## src/rtl/irqc_pkg.sv

```systemverilog
// Shared constants and types for the interrupt controller banks.
// Assumes a 256-byte register window per bank with word-aligned offsets.
package irqc_pkg;
    localparam int PRIO_W = 5;
    localparam int CFG_W  = PRIO_W + 2;

    localparam logic [7:0] OFS_PEND  = 8'h00;
    localparam logic [7:0] OFS_MASK  = 8'h04;
    localparam logic [7:0] OFS_NUM_N = 8'h08;
    localparam logic [7:0] OFS_NUM_F = 8'h0C;
    localparam logic [7:0] OFS_CTRL  = 8'h10;

    // Per-source configuration word, bit 0 at the bottom.
    typedef struct packed {
        logic [PRIO_W-1:0] prio;
        logic              lvl_mode;
        logic              to_fast;
    } src_cfg_t;
endpackage

```

## src/rtl/irqc_capture.sv

```systemverilog
// Pending capture for one bank: edge sources latch rising inputs until cleared,
// level sources track the sampled input. Assumes inputs are already synchronous.
module irqc_capture #(
    parameter int N_SRC = 32
) (
    input  logic             clk,
    input  logic             rst_n,
    input  logic [N_SRC-1:0] src,
    input  logic [N_SRC-1:0] lvl_mode,
    input  logic             clr_we,
    input  logic [N_SRC-1:0] keep,
    output logic [N_SRC-1:0] pend
);
    logic [N_SRC-1:0] src_q;

    // Previous input sample for rising-edge detection.
    always_ff @(posedge clk) begin
        if (!rst_n) src_q <= '0;
        else        src_q <= src;
    end

    for (genvar i = 0; i < N_SRC; i++) begin : g_pend
        // Pending bit update for source i.
        always_ff @(posedge clk) begin
            if (!rst_n)           pend[i] <= 1'b0;
            else if (lvl_mode[i]) pend[i] <= src[i];
            else                  pend[i] <= (src[i] && !src_q[i]) ||
                                             (pend[i] && !(clr_we && !keep[i]));
        end

        // an edge source that sees a rising input is pending next cycle
        a_r6_edge_sets: assert property (@(posedge clk) disable iff (!rst_n)
            (!lvl_mode[i] && $rose(src[i])) |=> pend[i]);
        // a level source follows its input one cycle later
        a_r6_level_tracks: assert property (@(posedge clk) disable iff (!rst_n)
            lvl_mode[i] |=> (pend[i] == $past(src[i])));
    end
endmodule

```

## src/rtl/irqc_arbiter.sv

```systemverilog
// Combinational priority pick: lowest priority value wins, lower index on ties.
// Assumes priorities packed PRIO_W bits per source, source 0 at the bottom.
module irqc_arbiter #(
    parameter int N_SRC  = 32,
    parameter int PRIO_W = 5,
    parameter int IDX_W  = 5
) (
    input  logic [N_SRC-1:0]        req,
    input  logic [N_SRC*PRIO_W-1:0] prio_flat,
    output logic                    found,
    output logic [IDX_W-1:0]        win
);
    // Linear scan; strict less-than keeps the lower index on a tie.
    always_comb begin
        logic [PRIO_W-1:0] best;
        found = 1'b0;
        win   = '0;
        best  = '0;
        for (int i = 0; i < N_SRC; i++) begin
            if (req[i] && (!found || prio_flat[i*PRIO_W +: PRIO_W] < best)) begin
                found = 1'b1;
                win   = IDX_W'(i);
                best  = prio_flat[i*PRIO_W +: PRIO_W];
            end
        end
    end
endmodule

```

## src/rtl/irqc_bank.sv

```systemverilog
// One interrupt bank: configuration words, mask, pending capture, two arbiters
// and the held winner registers released by acknowledge writes.
// Assumes a single-cycle register port already decoded to this bank.
module irqc_bank
    import irqc_pkg::*;
#(
    parameter int N_SRC   = 32,
    parameter bit FAST_EN = 1'b1
) (
    input  logic             clk,
    input  logic             rst_n,
    input  logic             wr_en,
    input  logic [7:0]       ofs,
    input  logic [31:0]      wdata,
    output logic [31:0]      rdata,
    input  logic [N_SRC-1:0] src,
    output logic             irq_req,
    output logic             fiq_req
);
    localparam int IDX_W = (N_SRC > 1) ? $clog2(N_SRC) : 1;

    src_cfg_t                cfg_q [N_SRC];
    logic [N_SRC-1:0]        mask_q, pend, lvl_mode, fast_sel, active, cand_n, cand_f;
    logic [N_SRC*PRIO_W-1:0] prio_flat;
    logic                    cfg_area, we_mask, we_pend, ack_n, ack_f;
    logic                    found_n, found_f, hold_n_q, hold_f_q;
    logic [IDX_W-1:0]        win_n, win_f, num_n_q, num_f_q;
    logic [4:0]              cfg_idx;

    assign cfg_idx  = ofs[6:2];
    assign cfg_area = ofs[7] && (ofs[1:0] == 2'b00) && (int'(cfg_idx) < N_SRC);
    assign we_mask  = wr_en && (ofs == OFS_MASK);
    assign we_pend  = wr_en && (ofs == OFS_PEND);
    assign ack_n    = wr_en && (ofs == OFS_CTRL) && wdata[0];
    assign ack_f    = wr_en && (ofs == OFS_CTRL) && wdata[1];

    for (genvar i = 0; i < N_SRC; i++) begin : g_cfg
        // Configuration word of source i.
        always_ff @(posedge clk) begin
            if (!rst_n)                                    cfg_q[i] <= '0;
            else if (wr_en && cfg_area && cfg_idx == 5'(i)) cfg_q[i] <= src_cfg_t'(wdata[CFG_W-1:0]);
        end
        assign lvl_mode[i]                   = cfg_q[i].lvl_mode;
        assign fast_sel[i]                   = FAST_EN && cfg_q[i].to_fast;
        assign prio_flat[i*PRIO_W +: PRIO_W] = cfg_q[i].prio;
    end

    // Mask register, all sources blocked after reset.
    always_ff @(posedge clk) begin
        if (!rst_n)       mask_q <= '1;
        else if (we_mask) mask_q <= wdata[N_SRC-1:0];
    end

    irqc_capture #(.N_SRC(N_SRC)) u_capture (
        .clk      (clk),
        .rst_n    (rst_n),
        .src      (src),
        .lvl_mode (lvl_mode),
        .clr_we   (we_pend),
        .keep     (wdata[N_SRC-1:0]),
        .pend     (pend)
    );

    assign active = pend & ~mask_q;
    assign cand_n = active & ~fast_sel;
    assign cand_f = active & fast_sel;

    irqc_arbiter #(.N_SRC(N_SRC), .PRIO_W(PRIO_W), .IDX_W(IDX_W)) u_arb_n (
        .req (cand_n), .prio_flat (prio_flat), .found (found_n), .win (win_n)
    );
    irqc_arbiter #(.N_SRC(N_SRC), .PRIO_W(PRIO_W), .IDX_W(IDX_W)) u_arb_f (
        .req (cand_f), .prio_flat (prio_flat), .found (found_f), .win (win_f)
    );

    // Normal winner hold: latch when free, release on acknowledge bit 0.
    always_ff @(posedge clk) begin
        if (!rst_n || ack_n) begin
            hold_n_q <= 1'b0;
            num_n_q  <= '0;
        end else if (!hold_n_q && found_n) begin
            hold_n_q <= 1'b1;
            num_n_q  <= win_n;
        end
    end

    // Fast winner hold: latch when free, release on acknowledge bit 1.
    always_ff @(posedge clk) begin
        if (!rst_n || ack_f) begin
            hold_f_q <= 1'b0;
            num_f_q  <= '0;
        end else if (!hold_f_q && found_f) begin
            hold_f_q <= 1'b1;
            num_f_q  <= win_f;
        end
    end

    assign irq_req = hold_n_q;
    assign fiq_req = hold_f_q;

    // Register read decode.
    always_comb begin
        rdata = '0;
        case (ofs)
            OFS_PEND:  rdata[N_SRC-1:0] = pend;
            OFS_MASK:  rdata[N_SRC-1:0] = mask_q;
            OFS_NUM_N: rdata[IDX_W-1:0] = num_n_q;
            OFS_NUM_F: rdata[IDX_W-1:0] = num_f_q;
            default:   if (cfg_area) rdata[CFG_W-1:0] = cfg_q[cfg_idx];
        endcase
    end

    // a latched normal winner is frozen until acknowledged
    a_r10_normal_frozen: assert property (@(posedge clk) disable iff (!rst_n)
        (hold_n_q && !ack_n) |=> (hold_n_q && $stable(num_n_q)));
    // a latched fast winner is frozen until acknowledged
    a_r10_fast_frozen: assert property (@(posedge clk) disable iff (!rst_n)
        (hold_f_q && !ack_f) |=> (hold_f_q && $stable(num_f_q)));
    // acknowledges release their request
    a_r8_ack_normal: assert property (@(posedge clk) disable iff (!rst_n)
        ack_n |=> !hold_n_q);
    a_r8_ack_fast: assert property (@(posedge clk) disable iff (!rst_n)
        ack_f |=> !hold_f_q);
    // the arbiter only names an active candidate of its own type
    a_r9_win_is_candidate: assert property (@(posedge clk) disable iff (!rst_n)
        found_n |-> cand_n[win_n]);
    // a free request with a candidate latches at the next edge
    a_r11_rearbitrate: assert property (@(posedge clk) disable iff (!rst_n)
        (!hold_n_q && found_n && !ack_n) |=> (hold_n_q && num_n_q == $past(win_n)));
endmodule

```

## src/rtl/irqc_cascade.sv

```systemverilog
// Two-bank interrupt controller: the second bank's held normal request is
// merged into first-bank source CASC_IDX. Registers on a one-cycle bus.
// Assumes all request inputs are synchronous to clk.
module irqc_cascade
    import irqc_pkg::*;
#(
    parameter int N_SRC    = 32,
    parameter int CASC_IDX = 0
) (
    input  logic             clk,
    input  logic             rst_n,
    input  logic             bus_valid,
    input  logic             bus_write,
    input  logic [8:0]       bus_addr,
    input  logic [31:0]      bus_wdata,
    output logic             bus_ready,
    output logic [31:0]      bus_rdata,
    input  logic [N_SRC-1:0] prim_src,
    input  logic [N_SRC-1:0] sec_src,
    output logic             irq_n,
    output logic             fiq_n
);
    logic             sel_sec, we_prim, we_sec;
    logic [31:0]      rd_prim, rd_sec;
    logic             prim_irq, prim_fiq, sec_irq, sec_fiq;
    logic [N_SRC-1:0] prim_in;

    assign sel_sec = bus_addr[8];
    assign we_prim = bus_valid && bus_write && !sel_sec;
    assign we_sec  = bus_valid && bus_write && sel_sec;

    // Merge the chained bank's request into its cascade source.
    always_comb begin
        prim_in           = prim_src;
        prim_in[CASC_IDX] = prim_src[CASC_IDX] | sec_irq;
    end

    irqc_bank #(.N_SRC(N_SRC), .FAST_EN(1'b1)) u_prim (
        .clk (clk), .rst_n (rst_n), .wr_en (we_prim), .ofs (bus_addr[7:0]),
        .wdata (bus_wdata), .rdata (rd_prim), .src (prim_in),
        .irq_req (prim_irq), .fiq_req (prim_fiq)
    );

    irqc_bank #(.N_SRC(N_SRC), .FAST_EN(1'b0)) u_sec (
        .clk (clk), .rst_n (rst_n), .wr_en (we_sec), .ofs (bus_addr[7:0]),
        .wdata (bus_wdata), .rdata (rd_sec), .src (sec_src),
        .irq_req (sec_irq), .fiq_req (sec_fiq)
    );

    // Bus completion and registered read data.
    always_ff @(posedge clk) begin
        if (!rst_n) begin
            bus_ready <= 1'b0;
            bus_rdata <= '0;
        end else begin
            bus_ready <= bus_valid;
            if (bus_valid && !bus_write) bus_rdata <= sel_sec ? rd_sec : rd_prim;
        end
    end

    assign irq_n = !prim_irq;
    assign fiq_n = !prim_fiq;

    // the chained bank never raises a fast request
    a_r3_sec_no_fast: assert property (@(posedge clk) disable iff (!rst_n)
        !sec_fiq);
    // while the chained bank holds a request, first-bank output stays busy
    a_r12_chain_busy: assert property (@(posedge clk) disable iff (!rst_n)
        (sec_irq && !prim_irq && !we_prim) |=> ##1 (prim_irq || !$past(sec_irq)));
endmodule

```

## config.mk

```make
export PLATFORM = sky130hd
export DESIGN_NAME = irqc_cascade
export DESIGN_NICKNAME = d
export VERILOG_FILES = /design/src/rtl/irqc_pkg.sv /design/src/rtl/irqc_capture.sv /design/src/rtl/irqc_arbiter.sv /design/src/rtl/irqc_bank.sv /design/src/rtl/irqc_cascade.sv
export SDC_FILE = /design/constraint.sdc
export NUM_CORES = 2
export LEC_CHECK = 0
export ABC_AREA = 1
export BUFFER_PORTS_ARGS = -buffer_cell sky130_fd_sc_hd__buf_2
export CAP_MARGIN = 25
export CORE_UTILIZATION = 32
export CTS_BUF_LIST = sky130_fd_sc_hd__clkbuf_4 sky130_fd_sc_hd__clkbuf_8
export CTS_CLUSTER_SIZE = 8
export DETAILED_ROUTE_END_ITERATION = 7
export PLACE_DENSITY = 0.53
export SYNTH_ARGS = -nofsm -noshare
export SYNTH_HDL_FRONTEND = slang
export SYNTH_SLANG_ARGS = --single-unit
```

## constraint.sdc

```tcl
create_clock -name clk -period 37.5 [get_ports clk]
set_input_delay 9.375 -clock clk [delete_from_list [all_inputs] [get_ports clk]]
set_output_delay 9.375 -clock clk [all_outputs]
set_load 0.02 [all_outputs]
```

==> reports/qor.yml <==
grt_pass1_wl_um: 302000
hold_violations: 0
syn_inst: 6762
totalNegativeSetupSlack_ns: 0
clock_skew_ns: 0.0702
seq_area_frac_synth_pct: 37.0
crit_path_top_delay_cell: "o32ai_2"
syn_area_um2: 49500
grt_max_degree: 76
finalMaxSlewViolations: 0
synth_edf_count: 448
r2r_start: "u_sec.u_capture.pend[0]"
fmax_ghz: 0.0286
post-route-cell-area_um2: 58100
post-dp-hpwl_um: 153000
grt_pass1_vias: 46400
reg2reg_to: "u_sec.num_n_q[4]"
tightest_slew_ns: 1.28
root_buffer: "clkbuf_8"
yosys_most_used_dff: "edfxtp_1"
cap_violations: 0
r2r_slack_ns: 2.50
worstHoldPathCells: 3
ys_warn_count: 0
r2r_cells: 273
drt-total-wl_um: 207000
p_leak_nw: 27.7
vias: 49900
clkLatencyLatePin_ns: 0.91
areaGrowthSynthToFinish_pct: 17.3
cts_sinks: 691
synthArstFlopShare_pct: 0
initial_core_util_pct: 32.4
worstHoldStart: "u_sec.u_capture.src_q[11]"
drc: 0
power_density_nw_per_um2: 33.3
worstSetupStartpointType: "register"
die-width_um: 395
status: "complete, no violations"
critical_path_class: "register to register"
wire_per_inst_um: 22.4
cp_common_cell: "nand2_1"
synth_area_per_cell_um2: 7.32
via_per_inst: 5.38
path_clk_slew_ns: 0.06
drt_iter0_drc: 5348
dp_slack_ns: -1.90
finalNonFillerCells: 9277
ys_ff_latch: 691
clockBufferDepth: 3
gp_congestion: 0.964
die-area_um2: 156000
grt_overflow: 0
syn-num-nets: 7147
drive_gt1_share_pct: 18.9
dpl-instance-area_um2: 54100
cp_data_required_time_ns: 38.34
cts_tree: "done"
cts_max_level: 4
setup_slack_ns: 2.50
hold_class: "register to register"
finish.net_count: 7520
setup_viol: 0
firstDrtPassIters: 6
max-vdd-ir-drop_mv: 0.0210
worstSetupEndpointType: "register"
fin_crit_ns: 35.00
cp.arrival_ns: 35.83
cp_max_fo: 10
synth.distinct_cells: 61
portBuffers: 143
numCtsBuffers: 133
rows: 143
fin_crit_sh_pct: 93.3
whs_endpoint: "u_sec.u_capture.pend[11]"
antenna_found_initial: 9
relSlewSlack_pct: 14.0
die_h_um: 395
drtAntennaViolNets: 0
dpl.cell_count: 9005
slowest_delay_ns: 0.35
io_pins: 144
final_cell_mix: "nand2_1, nor2_1, inv_1"
grt_usage_pct: 25.7
fillCellCount: 16100
core_um2: 153000
final_common_cell: "nand2_1"
-- where the power goes --
group,switching [mW],internal [mW],total (mW),leakage (nW)
clock,0.368,0.451,0.819,1.50
sequential,0.0398,0.846,0.885,6.25
combinational,0.165,0.0644,0.229,19.9
total,0.572,1.36,1.93,27.7
-- cell families after synthesis --
kind of cell / Yosys count / synth area share (%)
adders and majority gates: 276 / 6.98
DFF: 691 / 37.0
and+or+nand+nor: 3520 / 32.0
AOI/OAI and AO/OA: 1165 / 14.7
buffers and inverters: 1110 / 9.34
-- layout make-up --
cell class / instances / area, µm² / share of cell area (%)
clock buffers: 197 / 2400 / 4.13
repair buffers: 538 / 3690 / 6.36
multi-input cells: 4970 / 27600 / 47.6
clock inverters: 46 / 462 / 0.795
inverters: 801 / 3010 / 5.19
well taps: 2030 / 2540 / 4.37
diodes: 4 / 10.0 / 0.0172
flip-flops and latches: 691 / 18300 / 31.5
-- worst max-delay path by stage --
stage          cells after the start          endpoint                    start  slack (ns)
2_1_floorplan                    275  u_sec.num_n_q[3]  u_sec.u_capture.pend[0]        1.16
3_3_place_gp                     241  u_sec.num_n_q[3]  u_sec.u_capture.pend[0]       -0.18
3_5_place_dp                     241  u_sec.num_n_q[4]  u_sec.u_capture.pend[0]       -1.90
4_1_cts                          259  u_sec.num_n_q[4]  u_sec.u_capture.pend[0]        0.01
5_1_grt                          278  u_sec.num_n_q[3]  u_sec.u_capture.pend[0]       -0.37
6_report                         273  u_sec.num_n_q[4]  u_sec.u_capture.pend[0]        2.50
-- critical path: cells and delay by family (launching register included) --
kind	cells	cell delay, ns
DFF	1	0.31
adders and majority gates	28	8.03
and+or+nand+nor	131	11.95
AOI/OAI and AO/OA	95	12.22
buffers and inverters	19	2.45
-- timing repair --
item	4_1_cts	5_1_grt
cloned	1	9
endpoints found under the setup margin	10	15
hold buffers	0	0
resized for setup	72	395
pin swaps	1	35
setup buffers	2	11
-- through the flow --
| step | utilization, % | total power [mW] | hold WS (ns) |
|---|---|---|---|
| floorplan | - | 1.01 | 0.443 |
| global placement | 35.4 | 1.12 | 0.450 |
| detailed placement | 35.4 | 1.12 | 0.454 |
| CTS | 37.3 | 1.93 | 0.463 |
| global route | 38.0 | 2.00 | 0.483 |
| finish | 38.0 | 1.93 | 0.458 |
-- synth_stat cells (80+ instances only) --
cell      instances  area share, %
clkbuf_1        229            1.7
edfxtp_1        448             27
a21oi_1         170            1.7
nand2_1        1507             11
nor3_1           80           0.81
o211ai_1        119            1.8
ha_1            276            7.0
dfxtp_1         243            9.8
inv_1           787            6.0
o21ai_0         428            4.3
nor2_1          808            6.1
o21bai_1         83            1.3
nand2_2         196            2.5
nand3_1         701            7.1
-- flip-flops by register name (all words and copies together) (netlist names), 5 cells and up --
register / flops
u_sec.mask_q: 32
u_prim.num_n_q: 5
u_sec.u_capture.pend: 32
u_prim.cfg_q: 224
u_sec.num_n_q: 5
u_prim.u_capture.src_q: 32
u_sec.cfg_q: 224
u_sec.u_capture.src_q: 32
bus_rdata: 32
u_prim.mask_q: 32
u_prim.u_capture.pend: 32
u_prim.num_f_q: 5
-- metal layers --
metal	global-route usage [%]	routed length [µm]	vias up
met5	0	43	-
met4	8.66	6950	6
met3	4.41	18500	323
met2	38.7	88400	2155
met1	36.8	93400	23800
li1	-	-	23700
Power figures use the tool's default switching activity.
